==> config.mk <==
export PLATFORM = sky130hd
export DESIGN_NAME = upc_cracker
export DESIGN_NICKNAME = d
export VERILOG_FILES = /design/src/rtl/upc_pkg.sv /design/src/rtl/upc_expand.sv /design/src/rtl/upc_ctrl.sv /design/src/rtl/upc_cracker.sv
export SDC_FILE = /design/constraint.sdc
export NUM_CORES = 1
export LEC_CHECK = 0
export CAP_MARGIN = 25
export CORE_MARGIN = 2
export CORE_UTILIZATION = 46
export CTS_CLUSTER_DIAMETER = 40
export DETAILED_ROUTE_END_ITERATION = 16
export GPL_ROUTABILITY_DRIVEN = 0
export PLACE_DENSITY = 0.88
export SLEW_MARGIN = 20
export SYNTH_ARGS = -nofsm -noshare
export SYNTH_HDL_FRONTEND = slang
export SYNTH_SLANG_ARGS = --single-unit
==> constraint.sdc <==
create_clock -name clk -period 2.7 [get_ports clk]
set_input_delay 0.54 -clock clk [delete_from_list [all_inputs] [get_ports clk]]
set_output_delay 0.54 -clock clk [all_outputs]
set_load 0.01 [all_outputs]
==> src/rtl/upc_pkg.sv <==
package upc_pkg;

    // Widths of the macro and micro-op records
    localparam int ARCH_W   = 4;
    localparam int UREG_W   = ARCH_W + 1;
    localparam int IMM_W    = 16;
    localparam int FN_W     = 3;
    localparam int CLS_W    = 4;
    localparam int MODE_W   = 2;
    localparam int MAX_UOPS = 4;
    localparam int STEP_W   = $clog2(MAX_UOPS);

    // Macro class codes
    localparam logic [CLS_W-1:0] MC_ALU  = CLS_W'(0);
    localparam logic [CLS_W-1:0] MC_CMP  = CLS_W'(1);
    localparam logic [CLS_W-1:0] MC_BR   = CLS_W'(2);
    localparam logic [CLS_W-1:0] MC_LD   = CLS_W'(3);
    localparam logic [CLS_W-1:0] MC_ST   = CLS_W'(4);
    localparam logic [CLS_W-1:0] MC_PUSH = CLS_W'(5);
    localparam logic [CLS_W-1:0] MC_CALL = CLS_W'(6);
    localparam logic [CLS_W-1:0] MC_RET  = CLS_W'(7);

    // ALU operand forms
    localparam logic [MODE_W-1:0] MD_REG  = MODE_W'(0);
    localparam logic [MODE_W-1:0] MD_MSRC = MODE_W'(1);
    localparam logic [MODE_W-1:0] MD_MDST = MODE_W'(2);

    typedef enum logic [3:0] {
        UO_NOP   = 4'd0,
        UO_ALU   = 4'd1,
        UO_CMP   = 4'd2,
        UO_BR    = 4'd3,
        UO_LD    = 4'd4,
        UO_ST    = 4'd5,
        UO_ADDI  = 4'd6,
        UO_GETPC = 4'd7,
        UO_JMP   = 4'd8,
        UO_JR    = 4'd9,
        UO_ILL   = 4'd15
    } uop_op_e;

    typedef struct packed {
        logic [CLS_W-1:0]  cls;
        logic [MODE_W-1:0] mode;
        logic [FN_W-1:0]   fn;
        logic [ARCH_W-1:0] dst;
        logic [ARCH_W-1:0] src;
        logic [ARCH_W-1:0] base;
        logic [IMM_W-1:0]  imm;
    } mac_t;

    typedef struct packed {
        uop_op_e           op;
        logic [FN_W-1:0]   fn;
        logic [UREG_W-1:0] rd;
        logic [UREG_W-1:0] ra;
        logic [UREG_W-1:0] rb;
        logic [IMM_W-1:0]  imm;
        logic              last;
    } uop_t;

endpackage

==> src/rtl/upc_expand.sv <==
module upc_expand
    import upc_pkg::*;
#(
    parameter int SP_IDX  = 15,
    parameter int TMP_IDX = 16
) (
    input  mac_t              mac,
    input  logic [STEP_W-1:0] step,
    output uop_t              uop
);

    localparam logic [UREG_W-1:0] SP_R    = UREG_W'(SP_IDX);
    localparam logic [UREG_W-1:0] TMP_R   = UREG_W'(TMP_IDX);
    localparam logic [IMM_W-1:0]  STK_DN  = IMM_W'(-4);
    localparam logic [IMM_W-1:0]  STK_UP  = IMM_W'(4);
    localparam logic [STEP_W-1:0] S0      = STEP_W'(0);
    localparam logic [STEP_W-1:0] S1      = STEP_W'(1);
    localparam logic [STEP_W-1:0] S2      = STEP_W'(2);

    function automatic logic [UREG_W-1:0] ar(input logic [ARCH_W-1:0] r);
        return {1'b0, r};
    endfunction

    function automatic uop_t mk(
        input uop_op_e           op,
        input logic [FN_W-1:0]   fn,
        input logic [UREG_W-1:0] rd,
        input logic [UREG_W-1:0] ra,
        input logic [UREG_W-1:0] rb,
        input logic [IMM_W-1:0]  imm,
        input logic              last
    );
        uop_t u;
        u.op   = op;
        u.fn   = fn;
        u.rd   = rd;
        u.ra   = ra;
        u.rb   = rb;
        u.imm  = imm;
        u.last = last;
        return u;
    endfunction

    localparam logic [UREG_W-1:0] RZ = '0;
    localparam logic [IMM_W-1:0]  IZ = '0;
    localparam logic [FN_W-1:0]   FZ = '0;

    uop_t illegal_u;
    assign illegal_u = mk(UO_ILL, FZ, RZ, RZ, RZ, IZ, 1'b1);

    always_comb begin
        uop = illegal_u;
        case (mac.cls)
            MC_ALU: begin
                case (mac.mode)
                    MD_REG: uop = mk(UO_ALU, mac.fn, ar(mac.dst), ar(mac.dst),
                                     ar(mac.src), IZ, 1'b1);
                    MD_MSRC: begin
                        if (step == S0)
                            uop = mk(UO_LD, FZ, TMP_R, ar(mac.base), RZ, mac.imm, 1'b0);
                        else
                            uop = mk(UO_ALU, mac.fn, ar(mac.dst), ar(mac.dst),
                                     TMP_R, IZ, 1'b1);
                    end
                    MD_MDST: begin
                        case (step)
                            S0:      uop = mk(UO_LD, FZ, TMP_R, ar(mac.base), RZ,
                                              mac.imm, 1'b0);
                            S1:      uop = mk(UO_ALU, mac.fn, TMP_R, TMP_R,
                                              ar(mac.src), IZ, 1'b0);
                            default: uop = mk(UO_ST, FZ, RZ, ar(mac.base), TMP_R,
                                              mac.imm, 1'b1);
                        endcase
                    end
                    default: uop = illegal_u;
                endcase
            end
            MC_CMP:  uop = mk(UO_CMP, FZ, RZ, ar(mac.dst), ar(mac.src), IZ, 1'b1);
            MC_BR:   uop = mk(UO_BR, mac.fn, RZ, RZ, RZ, mac.imm, 1'b1);
            MC_LD:   uop = mk(UO_LD, FZ, ar(mac.dst), ar(mac.base), RZ, mac.imm, 1'b1);
            MC_ST:   uop = mk(UO_ST, FZ, RZ, ar(mac.base), ar(mac.src), mac.imm, 1'b1);
            MC_PUSH: begin
                if (step == S0)
                    uop = mk(UO_ST, FZ, RZ, SP_R, ar(mac.src), STK_DN, 1'b0);
                else
                    uop = mk(UO_ADDI, FZ, SP_R, SP_R, RZ, STK_DN, 1'b1);
            end
            MC_CALL: begin
                case (step)
                    S0:      uop = mk(UO_GETPC, FZ, TMP_R, RZ, RZ, IZ, 1'b0);
                    S1:      uop = mk(UO_ST, FZ, RZ, SP_R, TMP_R, STK_DN, 1'b0);
                    S2:      uop = mk(UO_ADDI, FZ, SP_R, SP_R, RZ, STK_DN, 1'b0);
                    default: uop = mk(UO_JMP, FZ, RZ, RZ, RZ, mac.imm, 1'b1);
                endcase
            end
            MC_RET: begin
                case (step)
                    S0:      uop = mk(UO_ADDI, FZ, SP_R, SP_R, RZ, STK_UP, 1'b0);
                    S1:      uop = mk(UO_LD, FZ, TMP_R, SP_R, RZ, STK_DN, 1'b0);
                    default: uop = mk(UO_JR, FZ, RZ, TMP_R, RZ, IZ, 1'b1);
                endcase
            end
            default: uop = illegal_u;
        endcase
    end

endmodule

==> src/rtl/upc_ctrl.sv <==
module upc_ctrl
    import upc_pkg::*;
(
    input  logic              clk,
    input  logic              rst_n,
    input  logic              in_valid,
    input  mac_t              mac_in,
    input  logic              out_ready,
    input  logic              last,
    output logic              in_ready,
    output logic              busy,
    output mac_t              mac_q,
    output logic [STEP_W-1:0] step_q
);

    typedef struct packed {
        logic              busy;
        logic [STEP_W-1:0] step;
        mac_t              mac;
    } ctl_t;

    ctl_t st_d;
    ctl_t st_q;

    always_comb begin
        st_d     = st_q;
        in_ready = !st_q.busy || (out_ready && last);
        if (in_valid && in_ready) begin
            st_d.busy = 1'b1;
            st_d.step = '0;
            st_d.mac  = mac_in;
        end else if (st_q.busy && out_ready) begin
            if (last) begin
                st_d.busy = 1'b0;
                st_d.step = '0;
            end else begin
                st_d.step = st_q.step + 1'b1;
            end
        end
    end

    always_ff @(posedge clk) begin
        if (!rst_n) st_q <= '0;
        else        st_q <= st_d;
    end

    assign busy   = st_q.busy;
    assign mac_q  = st_q.mac;
    assign step_q = st_q.step;

endmodule

==> src/rtl/upc_cracker.sv <==
module upc_cracker
    import upc_pkg::*;
#(
    parameter int SP_IDX = 15
) (
    input  logic              clk,
    input  logic              rst_n,
    input  logic              in_valid,
    output logic              in_ready,
    input  logic [CLS_W-1:0]  in_cls,
    input  logic [MODE_W-1:0] in_mode,
    input  logic [FN_W-1:0]   in_fn,
    input  logic [ARCH_W-1:0] in_dst,
    input  logic [ARCH_W-1:0] in_src,
    input  logic [ARCH_W-1:0] in_base,
    input  logic [IMM_W-1:0]  in_imm,
    output logic              out_valid,
    input  logic              out_ready,
    output logic [3:0]        out_op,
    output logic [FN_W-1:0]   out_fn,
    output logic [UREG_W-1:0] out_rd,
    output logic [UREG_W-1:0] out_ra,
    output logic [UREG_W-1:0] out_rb,
    output logic [IMM_W-1:0]  out_imm,
    output logic              out_last
);

    // First register number past the architectural range
    localparam int TMP_IDX = 1 << ARCH_W;

    mac_t              mac_in;
    mac_t              mac_q;
    logic [STEP_W-1:0] step_q;
    logic              busy;
    uop_t              uop;

    assign mac_in = '{cls: in_cls, mode: in_mode, fn: in_fn, dst: in_dst,
                      src: in_src, base: in_base, imm: in_imm};

    upc_ctrl u_ctrl (
        .clk       (clk),
        .rst_n     (rst_n),
        .in_valid  (in_valid),
        .mac_in    (mac_in),
        .out_ready (out_ready),
        .last      (uop.last),
        .in_ready  (in_ready),
        .busy      (busy),
        .mac_q     (mac_q),
        .step_q    (step_q)
    );

    upc_expand #(
        .SP_IDX  (SP_IDX),
        .TMP_IDX (TMP_IDX)
    ) u_expand (
        .mac  (mac_q),
        .step (step_q),
        .uop  (uop)
    );

    assign out_valid = busy;
    assign out_op    = uop.op;
    assign out_fn    = uop.fn;
    assign out_rd    = uop.rd;
    assign out_ra    = uop.ra;
    assign out_rb    = uop.rb;
    assign out_imm   = uop.imm;
    assign out_last  = uop.last;

endmodule

==> impl_metrics.toml, run 1 <==
[cts]
h-tree-depth = 2
tritoncts = "built"
clk_root_buffer_cell = "clkbuf_8"
worst_skew_pair.late_latency_ns = 0.29
cts-root-to-sink-buffers = 2
clk_pin_slew_ns = 0.08
numCtsBuffers = 5
clock_sinks = 40
ctsHoldBuffers = 0

[global_routing]
wire_length_of_the_first_global_routing_pass_um = 12000
grt_start_max_net_pins = 74
sum_of_overflow_across_all_layers_after_global_routing = 0
via_count_of_the_first_global_routing_pass = 2592
antenna_found_initial = 0
grt_usage_pct = 24.6

[die]
die_width_um = 76.5
die-height_um = 76.5
num_io_pins = 82
die_area_mm2 = 0.00585
core_mm2 = 0.00507
fp-row-count = 26
initial_core_util_pct = 47.6

[setup_path]
cp-end-kind = "output port"
maximum_fanout_along_the_worst_path = 3
worst_setup_path_start_kind = "flop"
ff2ff_path_depth = 10
timing.critical_path.cells = "buf_4 > ha_4 > or4bb_1 > o211ai_1 > nand3b_1 > nand2_1 > nand2_1 > buf_2"
worst_path_max_delay_cell = "or4bb_1"
critical-path-top-delay-family = "simple AND/OR/NAND/NOR gates"
path_common_cell = "nand2_1"
cp.arrival_ns = 2.27
critical_path.n_buffers_inverters = 2
critical_path_class = "reg2out"
rrSetupSlack_ns = 0.15
required_arrival_time_at_the_worst_endpoint_ns = 2.16
critical_path.max_stage_delay_ns = 0.55
cp.depth = 8

[run]
max_cap_viol_count = 0

[logic_synthesis]
yosys.area.top_type_share_pct = 33.2
synth_fp_nets = 374
synth_cell_type_count = 47
synth_area_per_cell_um2 = 7.38
ys_top_cells_by_area = "dfxtp_1, o21ai_0, nand2_1"
syn-instance-count = 327
ys_ff_latch = 40
synth_seq_area_share_pct = 33.2
post-synth-top-area-cell = "dfxtp_1"
synthesis.area_mm2 = 0.00241
synthFlopType = "dfxtp_1"
synth-warning-count = 0
proportion_of_synthesized_flip_flops_having_asynchronous_set_or_reset_pct = 0
edff_count_synth = 0

[pwr]
power.density_cell_area_mw_per_mm2 = 479
worst_ir_drop_vdd_mv = 0.350
p_leak_nw = 1.72

[place]
io_buffers = 81
detailed_place_hpwl_um = 4970

[drt]
post-route-drc-count = 0
number_of_iterations_in_the_first_detailed_routing_pass = 5
routed_wire_length_per_instance_um = 15.8
detail_route.iter0.violations = 313
postRouteAntennaNets = 0
top_signal_layer_used = "met4"
drt-total-wl_um = 7930
route.vias.total = 2878
dr_wl_met3_um = 562
detail_route.wirelength.met1_um = 3210
vias_per_cell = 5.72
wl_met2_um = 3920

[cells_and_area]
finish.net_count = 479
antenna_cells = 0
commonest_non_fill_non_tap_cell_in_the_layout = "nand2_1"
mostFrequentLayoutCells = "nand2_1, o21ai_0, clkdlybuf4s50_1"
drive_gt1_share_pct = 23.1
final_core_utilization_pct = 74.4
layout.filler_cells = 392
area_delta_synth_final_pct = 56.3

[min_path]
worstHoldPathType = "reg2reg"
hold_path_cells = 2

[sta]
unrepaired_setup_endpoints_after_global_routing = "true"
final-max-slew-violation-count = 0
finalHoldViolCount = 0
post-route-worst-setup-slack_ns = -0.106
finalSetupViolCount = 3
period_needed_ns = 2.81
slew_headroom_pct = 62.9
worstMarginPinSlew_ns = 0.556
timing.fmax_ghz = 0.356
min_period_over_period_pct = 104
finClkSkew_ns = 0.00581
totalNegativeSetupSlack_ns = -0.132

[outcome]
violations = "setup timing"
run_status = "complete, but fails checks"
registers in the layout, summed over array words and instances, names as in the netlist:
name / cells
u_ctrl.busy: 1
u_ctrl.mac_q: 37
u_ctrl.step_q: 2
layer usage:
metal	vias to the layer above	global-route usage (%)
met5	-	0
met1	1302	32.1
met3	30	4.27
met2	171	40.7
met4	0	9.09
li1	1375	-
cells in the mapped netlist, types with 3 or more instances:
cell	count
a221o_1	6
nand3_1	38
inv_1	6
ha_1	6
and2_1	8
buf_6	4
nand2_1	52
clkbuf_1	20
a22oi_1	5
a21o_1	16
dfxtp_1	40
o21ai_0	47
nor2_1	13
a31oi_1	3
o21ai_1	3
a21oi_1	10
nand2b_1	4
nor2b_1	8
nand3b_1	3
worst register-to-register path, cell delays in order, from the launching register on:
cell      delay (ns)
dfxtp_4         0.39
buf_4           0.16
ha_4            0.17
or4bb_1         0.55
o211ai_1        0.20
nand3b_1        0.20
buf_4           0.18
buf_4           0.13
buf_4           0.13
o31ai_1         0.24
and2_1          0.16
power breakdown:
part / switching [W] / leakage [nW] / internal (W)
Sequential: 0.0000373 / 0.331 / 0.000635
Combinational: 0.000310 / 1.33 / 0.000336
Clock: 0.000217 / 0.0541 / 0.000274
through the flow:
| step | cells | area (um^2) | total power (W) | setup slack [ns] | hold WS, ns |
|---|---|---|---|---|---|
| 3_5_place_dp | 484 | 3450 | 0.00126 | -0.206 | 0.448 |
| 5_1_grt | 503 | 3770 | 0.00190 | -0.168 | 0.487 |
| 6_report | 503 | 3770 | 0.00181 | -0.106 | 0.458 |
| 2_1_floorplan | 327 | 2410 | 0.000968 | 0.184 | 0.429 |
| 4_1_cts | 495 | 3590 | 0.00175 | 0.00425 | 0.460 |
| 3_3_place_gp | 484 | 3450 | 0.00124 | -0.0461 | 0.437 |
what timing repair did:
| action | CTS | global route |
|---|---|---|
| cloned | 0 | 1 |
| setup buffers | 3 | 7 |
| endpoints found under the setup margin | 39 | 31 |
| pin swaps | 11 | 21 |
| resized for setup | 104 | 37 |
cell type report:
type / instances / area [um^2] / share of cell area, %
Tap cell: 70 / 87.6 / 2.32
Inverter: 6 / 30.0 / 0.795
Multi-Input combinational cell: 252 / 1590 / 42.2
Clock buffer: 5 / 68.8 / 1.82
Timing Repair Buffer: 127 / 1140 / 30.3
Clock inverter: 3 / 42.5 / 1.13
Sequential cell: 40 / 808 / 21.4
final timing paths:
| check | startpoint | end |
|---|---|---|
| max | u_ctrl.step_q[0]$_SDFFE_PP0P_ | in_ready |
| min | u_ctrl.mac_q[22]$_SDFFE_PN0P_ | u_ctrl.mac_q[22]$_SDFFE_PN0P_ |
| max reg2reg | u_ctrl.step_q[0]$_SDFFE_PP0P_ | u_ctrl.step_q[0]$_SDFFE_PP0P_ |
| min reg2reg | u_ctrl.mac_q[22]$_SDFFE_PN0P_ | u_ctrl.mac_q[22]$_SDFFE_PN0P_ |
logic make-up (layout without fill, tap and decap cells):
| family | Yosys count | in the layout | share of synthesized area, % |
|---|---|---|---|
| AOI/OAI and AO/OA | 106 | 106 | 28.2 |
| and+or+nand+nor | 138 | 138 | 27.7 |
| buffers and inverters | 35 | 141 | 6.94 |
| DFF | 40 | 40 | 33.2 |
| muxes | 2 | 2 | 0.829 |
| adders and majority gates | 6 | 6 | 3.11 |
Power figures use the tool's default switching activity.
==> run 2, diff against run 1 <==
==> constraint.sdc (replaced) <==
create_clock -name clk -period 3.1 [get_ports clk]
set_input_delay 0.62 -clock clk [delete_from_list [all_inputs] [get_ports clk]]
set_output_delay 0.62 -clock clk [all_outputs]
set_load 0.01 [all_outputs]
==> run 2 against run 1 <==
Effect of this change:
- the flow now finishes without violations
- global-route usage is 0.89 points lower
- routed wire length is 8.1% lower
- cell count is 4.0% lower
- sequential power is 13% lower
- design area is 4.2% lower
- sequential share of layout area is 0.98 points higher
- via count is 3.3% lower
- critical path depth is 2 lower
- power is 14% lower
- flip-flop and latch count stayed put
- critical path type unchanged
- critical endpoint is now out_last
==> impl_metrics.toml, run 2 (synthesized netlist as in run 1, its figures left out) <==
[drt]
route.vias.total = 2782
postRouteAntennaNets = 0
routed_wire_length_per_instance_um = 15.1
vias_per_cell = 5.76
detail_route.iter0.violations = 319
drt-total-wl_um = 7290
post-route-drc-count = 0
number_of_iterations_in_the_first_detailed_routing_pass = 6

[die]
die-height_um = 76.5
num_io_pins = 82
die_width_um = 76.5
core_mm2 = 0.00507
die_area_mm2 = 0.00585
initial_core_util_pct = 47.6
fp-row-count = 26

[cells_and_area]
mostFrequentLayoutCells = "clkdlybuf4s50_1, nand2_1, o21ai_0"
drive_gt1_share_pct = 12.6
combined_area_of_the_multi_input_logic_cells_mm2 = 0.00152
area_delta_synth_final_pct = 49.7
final_std_cells_w_o_fill = 483
layout.filler_cells = 397
commonest_non_fill_non_tap_cell_in_the_layout = "clkdlybuf4s50_1"
largest_register_ffs = 37
antenna_cells = 0
area.sequential_um2 = 810
finish.net_count = 459

[setup_path]
r2r-end = "u_ctrl.mac_q[35]$_SDFFE_PN0P_"
critical_path.n_buffers_inverters = 2
critical-path-top-delay-family = "buffers and inverters"
rrSetupSlack_ns = 0.80
worst_setup_path_start_kind = "flop"
critical_path.max_stage_delay_ns = 0.57
cp.arrival_ns = 2.41
critical_path_class = "reg2out"
worst_path_max_delay_cell = "clkdlybuf4s50_1"
maximum_fanout_along_the_worst_path = 10
cp-end-kind = "output port"
ff2ff_path_depth = 9
timing.critical_path.cells = "inv_2 > ha_4 > or2_2 > a221o_1 > nand3b_1 > clkdlybuf4s50_1"
required_arrival_time_at_the_worst_endpoint_ns = 2.48
reg2reg_from = "u_ctrl.step_q[0]$_SDFFE_PP0P_"

[sta]
period_needed_ns = 3.03
finalHoldViolCount = 0
holdWs_ns = 0.456
min_period_over_period_pct = 97.7
post-route-worst-setup-slack_ns = 0.0720
slew_headroom_pct = 62.6
worstMarginPinSlew_ns = 0.560
finalSetupViolCount = 0
final-max-slew-violation-count = 0
totalNegativeSetupSlack_ns = 0
timing.fmax_ghz = 0.330
finClkSkew_ns = 0.00578
unrepaired_setup_endpoints_after_global_routing = "false"

[cts]
cts-root-to-sink-buffers = 2
clk_root_buffer_cell = "clkbuf_8"
tritoncts = "built"
clock_sinks = 40
worst_skew_pair.late_latency_ns = 0.29
clk_pin_slew_ns = 0.08
numCtsBuffers = 5
h-tree-depth = 2

[global_routing]
gr-usage-met2_pct = 42.3
via_count_of_the_first_global_routing_pass = 2491
grt-busiest-layer = "met2"
grt_start_max_net_pins = 74
antenna_found_initial = 0
wire_length_of_the_first_global_routing_pass_um = 11500
use_met3_pct = 3.55
met1_resource_use_gr_pct = 29.3
grt_usage_pct = 23.7
sum_of_overflow_across_all_layers_after_global_routing = 0

[pwr]
power.density_cell_area_mw_per_mm2 = 430
p_leak_nw = 1.73
worst_ir_drop_vdd_mv = 0.335
power_w = 0.00156

[place]
post-place-ws_ns = -0.0556
placedCellCount = 470
io_buffers = 81
detailed_place_hpwl_um = 4820

[outcome]
run_status = "completed"

[min_path]
hold_path.startpoint = "u_ctrl.mac_q[23]$_SDFFE_PN0P_"
hold_path_cells = 2
hold_end = "u_ctrl.mac_q[23]$_SDFFE_PN0P_"
worstHoldPathType = "reg2reg"

[run]
max_cap_viol_count = 0
==> run 2: what timing repair did <==
item / in CTS / in global routing
setup endpoints to repair: 28 / 23
pin swaps: 4 / 1
hold buffers: 0 / 0
buffers inserted: 4 / 1
resized for setup: 24 / 22
==> run 2: per-stage QoR <==
step,util [%],area (um^2)
final,71.3,3620
after global routing,71.3,3620
after CTS,69.9,3550
after detailed placement,65.7,3330
after global placement,65.7,3330
after floorplan,-,2410
==> run 2: layout make-up <==
cell class | instances | area share [%]
clock buffer | 7 | 2.66
multi-input combinational | 252 | 42.0
inverter | 6 | 0.623
tap | 70 | 2.42
timing repair buffer | 107 | 29.0
clock inverter | 1 | 0.830
sequential | 40 | 22.4
==> run 2: worst min-delay path: cells and delay by family (launching register included) <==
family             cells  cell delay, ns
and+or+nand+nor        1            0.05
AOI/OAI and AO/OA      1            0.06
DFF                    1            0.31
==> run 2: layer usage <==
metal / up-vias / share of wire (%)
met3: 21 / 6.0
li1: 1332 / -
met1: 1317 / 43
met4: 0 / 2.5
met5: - / 0
met2: 112 / 49
==> run 2: how the worst max path moves through the flow <==
stage | startpoint | to | cells past startpoint
after global placement | u_ctrl.step_q[1]$_SDFFE_PP0P_ | out_fn[1] | 9
final | u_ctrl.step_q[0]$_SDFFE_PP0P_ | out_last | 6
after detailed placement | u_ctrl.step_q[1]$_SDFFE_PP0P_ | out_fn[0] | 9
after floorplan | u_ctrl.step_q[0]$_SDFFE_PP0P_ | out_imm[10] | 9
after CTS | u_ctrl.step_q[0]$_SDFFE_PP0P_ | out_imm[5] | 9
after global routing | u_ctrl.mac_q[34]$_SDFFE_PN0P_ | out_imm[0] | 7
==> run 2: where the power goes <==
group | internal [W] | switching, W
logic | 0.000259 | 0.000248
registers | 0.000552 | 0.0000307
clock network | 0.000284 | 0.000183
==> run 3, diff against run 2 <==
--- a/config.mk
+++ b/config.mk
@@ -12,7 +12,7 @@
 export DETAILED_ROUTE_END_ITERATION = 16
 export GPL_ROUTABILITY_DRIVEN = 0
 export PLACE_DENSITY = 0.88
-export SLEW_MARGIN = 20
+export SLEW_MARGIN = 10
 export SYNTH_ARGS = -nofsm -noshare
 export SYNTH_HDL_FRONTEND = slang
 export SYNTH_SLANG_ARGS = --single-unit
==> results of run 3 <==
The final DEF is identical to that of run 2; final timing and power are the same.
